## src/rtl/mmio_console.sv

```systemverilog
module mmio_console #(
  parameter logic [31:0] BASE = 32'hFFFF_0000,
  parameter int          CW   = 8
) (
  input  logic          clk,
  input  logic          rst_n,
  input  logic [31:0]   bus_addr,
  input  logic          bus_we,
  input  logic          bus_re,
  input  logic [31:0]   bus_wdata,
  output logic [31:0]   bus_rdata,
  input  logic          kb_valid,
  input  logic [CW-1:0] kb_byte,
  output logic [CW-1:0] dsp_byte,
  output logic          dsp_valid,
  input  logic          dsp_accept,
  output logic          irq
);
  localparam logic [31:0] A_KC = BASE;
  localparam logic [31:0] A_KD = BASE + 32'd4;
  localparam logic [31:0] A_DC = BASE + 32'd8;
  localparam logic [31:0] A_DD = BASE + 32'd12;

  logic          k_rdy, k_ie, k_ovr, d_rdy, d_ie;
  logic [CW-1:0] k_data, d_data;

  wire rd_kd = bus_re && bus_addr == A_KD;
  wire wr_kc = bus_we && bus_addr == A_KC;
  wire wr_dc = bus_we && bus_addr == A_DC;
  wire wr_dd = bus_we && bus_addr == A_DD;

  wire unused_wdata = ^bus_wdata[31:CW];

  always_ff @(posedge clk or negedge rst_n) begin
    if (!rst_n) begin
      k_rdy  <= 1'b0;
      k_ie   <= 1'b0;
      k_ovr  <= 1'b0;
      k_data <= '0;
    end else begin
      if (kb_valid) begin
        k_data <= kb_byte;
        k_rdy  <= 1'b1;
        if (k_rdy && !rd_kd) k_ovr <= 1'b1;
      end else if (rd_kd) begin
        k_rdy <= 1'b0;
      end
      if (wr_kc) begin
        k_ie <= bus_wdata[1];
        if (bus_wdata[2]) k_ovr <= 1'b0;
      end
    end
  end

  always_ff @(posedge clk or negedge rst_n) begin
    if (!rst_n) begin
      d_rdy  <= 1'b1;
      d_ie   <= 1'b0;
      d_data <= '0;
    end else begin
      if (wr_dd) begin
        d_data <= bus_wdata[CW-1:0];
        d_rdy  <= 1'b0;
      end else if (dsp_accept && !d_rdy) begin
        d_rdy <= 1'b1;
      end
      if (wr_dc) d_ie <= bus_wdata[1];
    end
  end

  assign dsp_valid = ~d_rdy;
  assign dsp_byte  = d_data;
  assign irq       = (k_rdy & k_ie) | (d_rdy & d_ie);

  always_comb begin
    bus_rdata = '0;
    if (bus_re) begin
      case (bus_addr)
        A_KC:    bus_rdata = {29'd0, k_ovr, k_ie, k_rdy};
        A_KD:    bus_rdata = {{(32-CW){1'b0}}, k_data};
        A_DC:    bus_rdata = {30'd0, d_ie, d_rdy};
        A_DD:    bus_rdata = {{(32-CW){1'b0}}, d_data};
        default: bus_rdata = '0;
      endcase
    end
  end

  assert_kb_latch_R3: assert property (@(posedge clk) disable iff (!rst_n)
    kb_valid |=> k_rdy && k_data == $past(kb_byte));

  assert_kb_read_clear_R4: assert property (@(posedge clk) disable iff (!rst_n)
    rd_kd && !kb_valid |=> !k_rdy);

  assert_overrun_set_R5: assert property (@(posedge clk) disable iff (!rst_n)
    kb_valid && k_rdy && !rd_kd && !(wr_kc && bus_wdata[2]) |=> k_ovr);

  assert_dsp_write_R6: assert property (@(posedge clk) disable iff (!rst_n)
    wr_dd |=> dsp_valid && dsp_byte == $past(bus_wdata[CW-1:0]));

  assert_dsp_hold_R7: assert property (@(posedge clk) disable iff (!rst_n)
    dsp_valid && !dsp_accept && !wr_dd |=> dsp_valid && $stable(dsp_byte));

  assert_dsp_done_R7: assert property (@(posedge clk) disable iff (!rst_n)
    dsp_valid && dsp_accept && !wr_dd |=> !dsp_valid);

  assert_rdata_idle_R1: assert property (@(posedge clk) disable iff (!rst_n)
    !bus_re |-> bus_rdata == 32'd0);
endmodule

```

## config.mk

```make
export PLATFORM = sky130hd
export DESIGN_NAME = mmio_console
export DESIGN_NICKNAME = d
export VERILOG_FILES = /design/src/rtl/mmio_console.sv
export SDC_FILE = /design/constraint.sdc
export NUM_CORES = 1
export LEC_CHECK = 0
export ABC_CLOCK_PERIOD_IN_PS = 2050
export BUFFER_PORTS_ARGS = -buffer_cell sky130_fd_sc_hd__buf_4
export CAP_MARGIN = 5
export CELL_PAD_IN_SITES_DETAIL_PLACEMENT = 0
export CELL_PAD_IN_SITES_GLOBAL_PLACEMENT = 1
export CORE_ASPECT_RATIO = 0.6
export CORE_UTILIZATION = 25
export CTS_CLUSTER_DIAMETER = 80
export DETAILED_ROUTE_END_ITERATION = 7
export GPL_ROUTABILITY_DRIVEN = 0
export PLACE_DENSITY_LB_ADDON = 0.1
export REMOVE_ABC_BUFFERS = 1
export SETUP_SLACK_MARGIN = 0.05
export SLEW_MARGIN = 30
export SYNTH_ARGS = -nofsm -noshare
export SYNTH_HDL_FRONTEND = slang
export SYNTH_SLANG_ARGS = --single-unit
```

## constraint.sdc

```tcl
create_clock -name clk -period 2.05 [get_ports clk]
set_clock_uncertainty 0.15 [all_clocks]
set_input_delay 0.1025 -clock clk [delete_from_list [all_inputs] [get_ports clk]]
set_output_delay 0.1025 -clock clk [all_outputs]
set_load 0.02 [all_outputs]
```

==> results.cfg <==
[sta]
hold_viol_final = 0
rsz0062_at_grt = false
fmax_ghz = 0.532
fin_tns_setup_ns = 0
setup_viol = 0
slew_violations = 0
layout_min_cycle_time_ns = 1.88
period_share_pct = 91.6
timing.final.ws_setup_ns = 0.171

[setup_path]
worstPathMaxFanout = 8
crit_required_ns = 1.80
cp.arrival_ns = 1.63
cp-start-kind = primary input
worstSetupPathType = in -> out
endpoint_kind = output port
reg2reg_slack_ns = 1.10

[cts]
clk_root_buffer_cell = clkbuf_8
cts_setup_buffers = 0
clock_sinks = 21
path_clk_slew_ns = 0.07
cts_htree_levels = 1
cts_tree = yes
clockBufferDepth = 2
clk_latency_ns = 0.25
cts_buffers = 3

[placement]
portBuffers = 71
place_ws_ns = 0.0613
dp_hpwl_um = 2710

[power]
pwr-share-seq_pct = 48.0
sw_frac_of_total_pct = 24.7
pwr-share-clk_pct = 28.8
power.switching_uw = 225
power_frac_comb_pct = 23.2
power.leakage_uw = 0.00106
powerDensity_mw_per_mm2 = 439
p_int_uw = 686
peakVddDrop_mv = 0.223

[routing]
vias_per_cell = 4.20
drtPass1Iterations = 4
antenna_left = 0
via_count = 1137
routed_wl_um = 3470
drc = 0
drt_first_iter_violations = 21
wl_per_cell_um = 12.8

[run_status]
outcome = completed

[floorplanning]
die_w_um = 95.5
ios = 120
start_util_pct = 27.3
rows = 19
core_sq_mm = 0.00480
fp.dieArea_sq_mm = 0.00554
fp.dieH_um = 58.1

[job]
maxCapViolations = 0

[grt]
antenna_found_initial = 0
grt_max_degree = 22
overflow = 0
grt_pass1_vias = 1119
grt_pass1_wl_um = 5440
track_usage_pct = 13.1

[final_layout]
diodes = 0
area_growth_syn_to_layout_pct = 58.6
seq_area_sq_um = 527
mostFrequentLayoutCell = buf_4
nNetsFinal = 287
final_cell_mix = buf_4 (71), conb_1 (24), dfrtp_1 (20), dlygate4sd3_1 (20), mux2_2 (18)
multi_input_area_sq_um = 676
fillers = 495
drive_above_1_share_pct = 49.0

[worst_hold_path]
worstHoldPathType = in -> reg

[yosys]
postSynthCellCount = 116
yosysSeqAreaShare_pct = 40.2
synth.avg_cell_area_sq_um = 11.3
netlist_area_sq_mm = 0.00131
synth-warning-count = 0
ys_ff_latch = 21
ys_types = 32
## metrics by stage
stage / hold slack (ns) / std cells / area [sq um] / utilization (%) / total power (uW)
after detailed placement: -0.142 / 247 / 1820 / 38.0 / 627
after floorplan: -0.343 / 112 / 1200 / - / 521
after global placement: -0.145 / 247 / 1820 / 38.0 / 623
after CTS: 0.0383 / 271 / 2070 / 43.1 / 930
after global routing: 0.0776 / 271 / 2080 / 43.3 / 958
final: 0.0496 / 271 / 2080 / 43.3 / 912
## synthesized netlist by cell type, drive strengths merged
library cell   n  area [sq um]
o21ai          2          10.0
and2b          1          8.76
mux4           2          45.0
a22o           1          8.76
conb           1          3.75
nand4b         3          26.3
nand3          1          5.00
dfrtp         20           500
nor2           8          30.0
and3           3          18.8
nor2b          1          6.26
nor3           1          5.00
and4b          1          11.3
mux2          18           203
inv            2          7.51
buf           24           180
o21a           1          7.51
nand2          2          7.51
clkbuf         3          11.3
mux2i          6          60.1
a31oi          1          6.26
nor4bb         1          10.0
nor4           2          27.5
a21oi          1          5.00
and2           2          13.8
nand4          5          46.3
dfstp          1          26.3
a41oi          1          8.76
or4b           1          10.0
## power by group through the flow
stage	logic [uW]	registers, uW	clock network [uW]
finish	212	438	262
floorplan	77.6	443	0
detailed placement	181	446	0
global route	230	440	288
CTS	211	438	281
global placement	178	445	0
## cell families (layout without fill, tap and decap cells)
kind of cell | Yosys count | count (layout) | share of synthesized area [%]
compound gates | 7 | 7 | 3.53
other cells | 1 | 24 | 0.286
mux | 26 | 26 | 23.5
flops | 21 | 21 | 40.2
buf+inv | 29 | 98 | 15.2
simple gates | 32 | 32 | 17.3
## per-layer routing
| layer | track usage [%] | part of all wire [%] |
|---|---|---|
| met4 | 0.640 | 0 |
| met5 | 0 | 0 |
| met1 | 17.1 | 47 |
| met2 | 22.6 | 46 |
| met3 | 3.81 | 6.7 |
## final cells by class
cell class / instances / share of cell area (%)
clock buffers: 4 / 2.17
repair buffers: 92 / 35.8
well taps: 63 / 3.79
flip-flops and latches: 21 / 25.3
inverters: 2 / 0.361
multi-input cells: 89 / 32.5
## timing repair
item | in CTS | in global routing
gates resized for setup | 0 | 2
endpoints found under the setup margin | 0 | 4
hold buffers | 20 | 0
hold endpoints to repair | 41 | 0
## flip-flops by register name (all words and copies together), names as in the netlist
name / count
dsp_byte: 8
k_data: 8
k_ovr: 1
k_ie: 1
d_rdy: 1
d_ie: 1
k_rdy: 1
## worst max-delay path, stage by stage
cell	delay [ns]
dlygate4sd3_1	0.54
buf_6	0.15
mux4_2	0.49
and3_1	0.19
buf_4	0.15
## worst paths after layout
kind | endpoint | cells after the start | from
setup / recovery | bus_rdata[1] | 5 | bus_addr[2]
hold / removal | k_rdy | 3 | kb_valid
setup reg to reg | k_ovr | 2 | k_ovr
hold reg to reg | k_data[7] | 1 | k_data[7]
max in group asynchronous | d_rdy | 2 | rst_n
min in group asynchronous | dsp_byte[7] | 2 | rst_n
No activity file was read; power rests on OpenSTA's default activity.
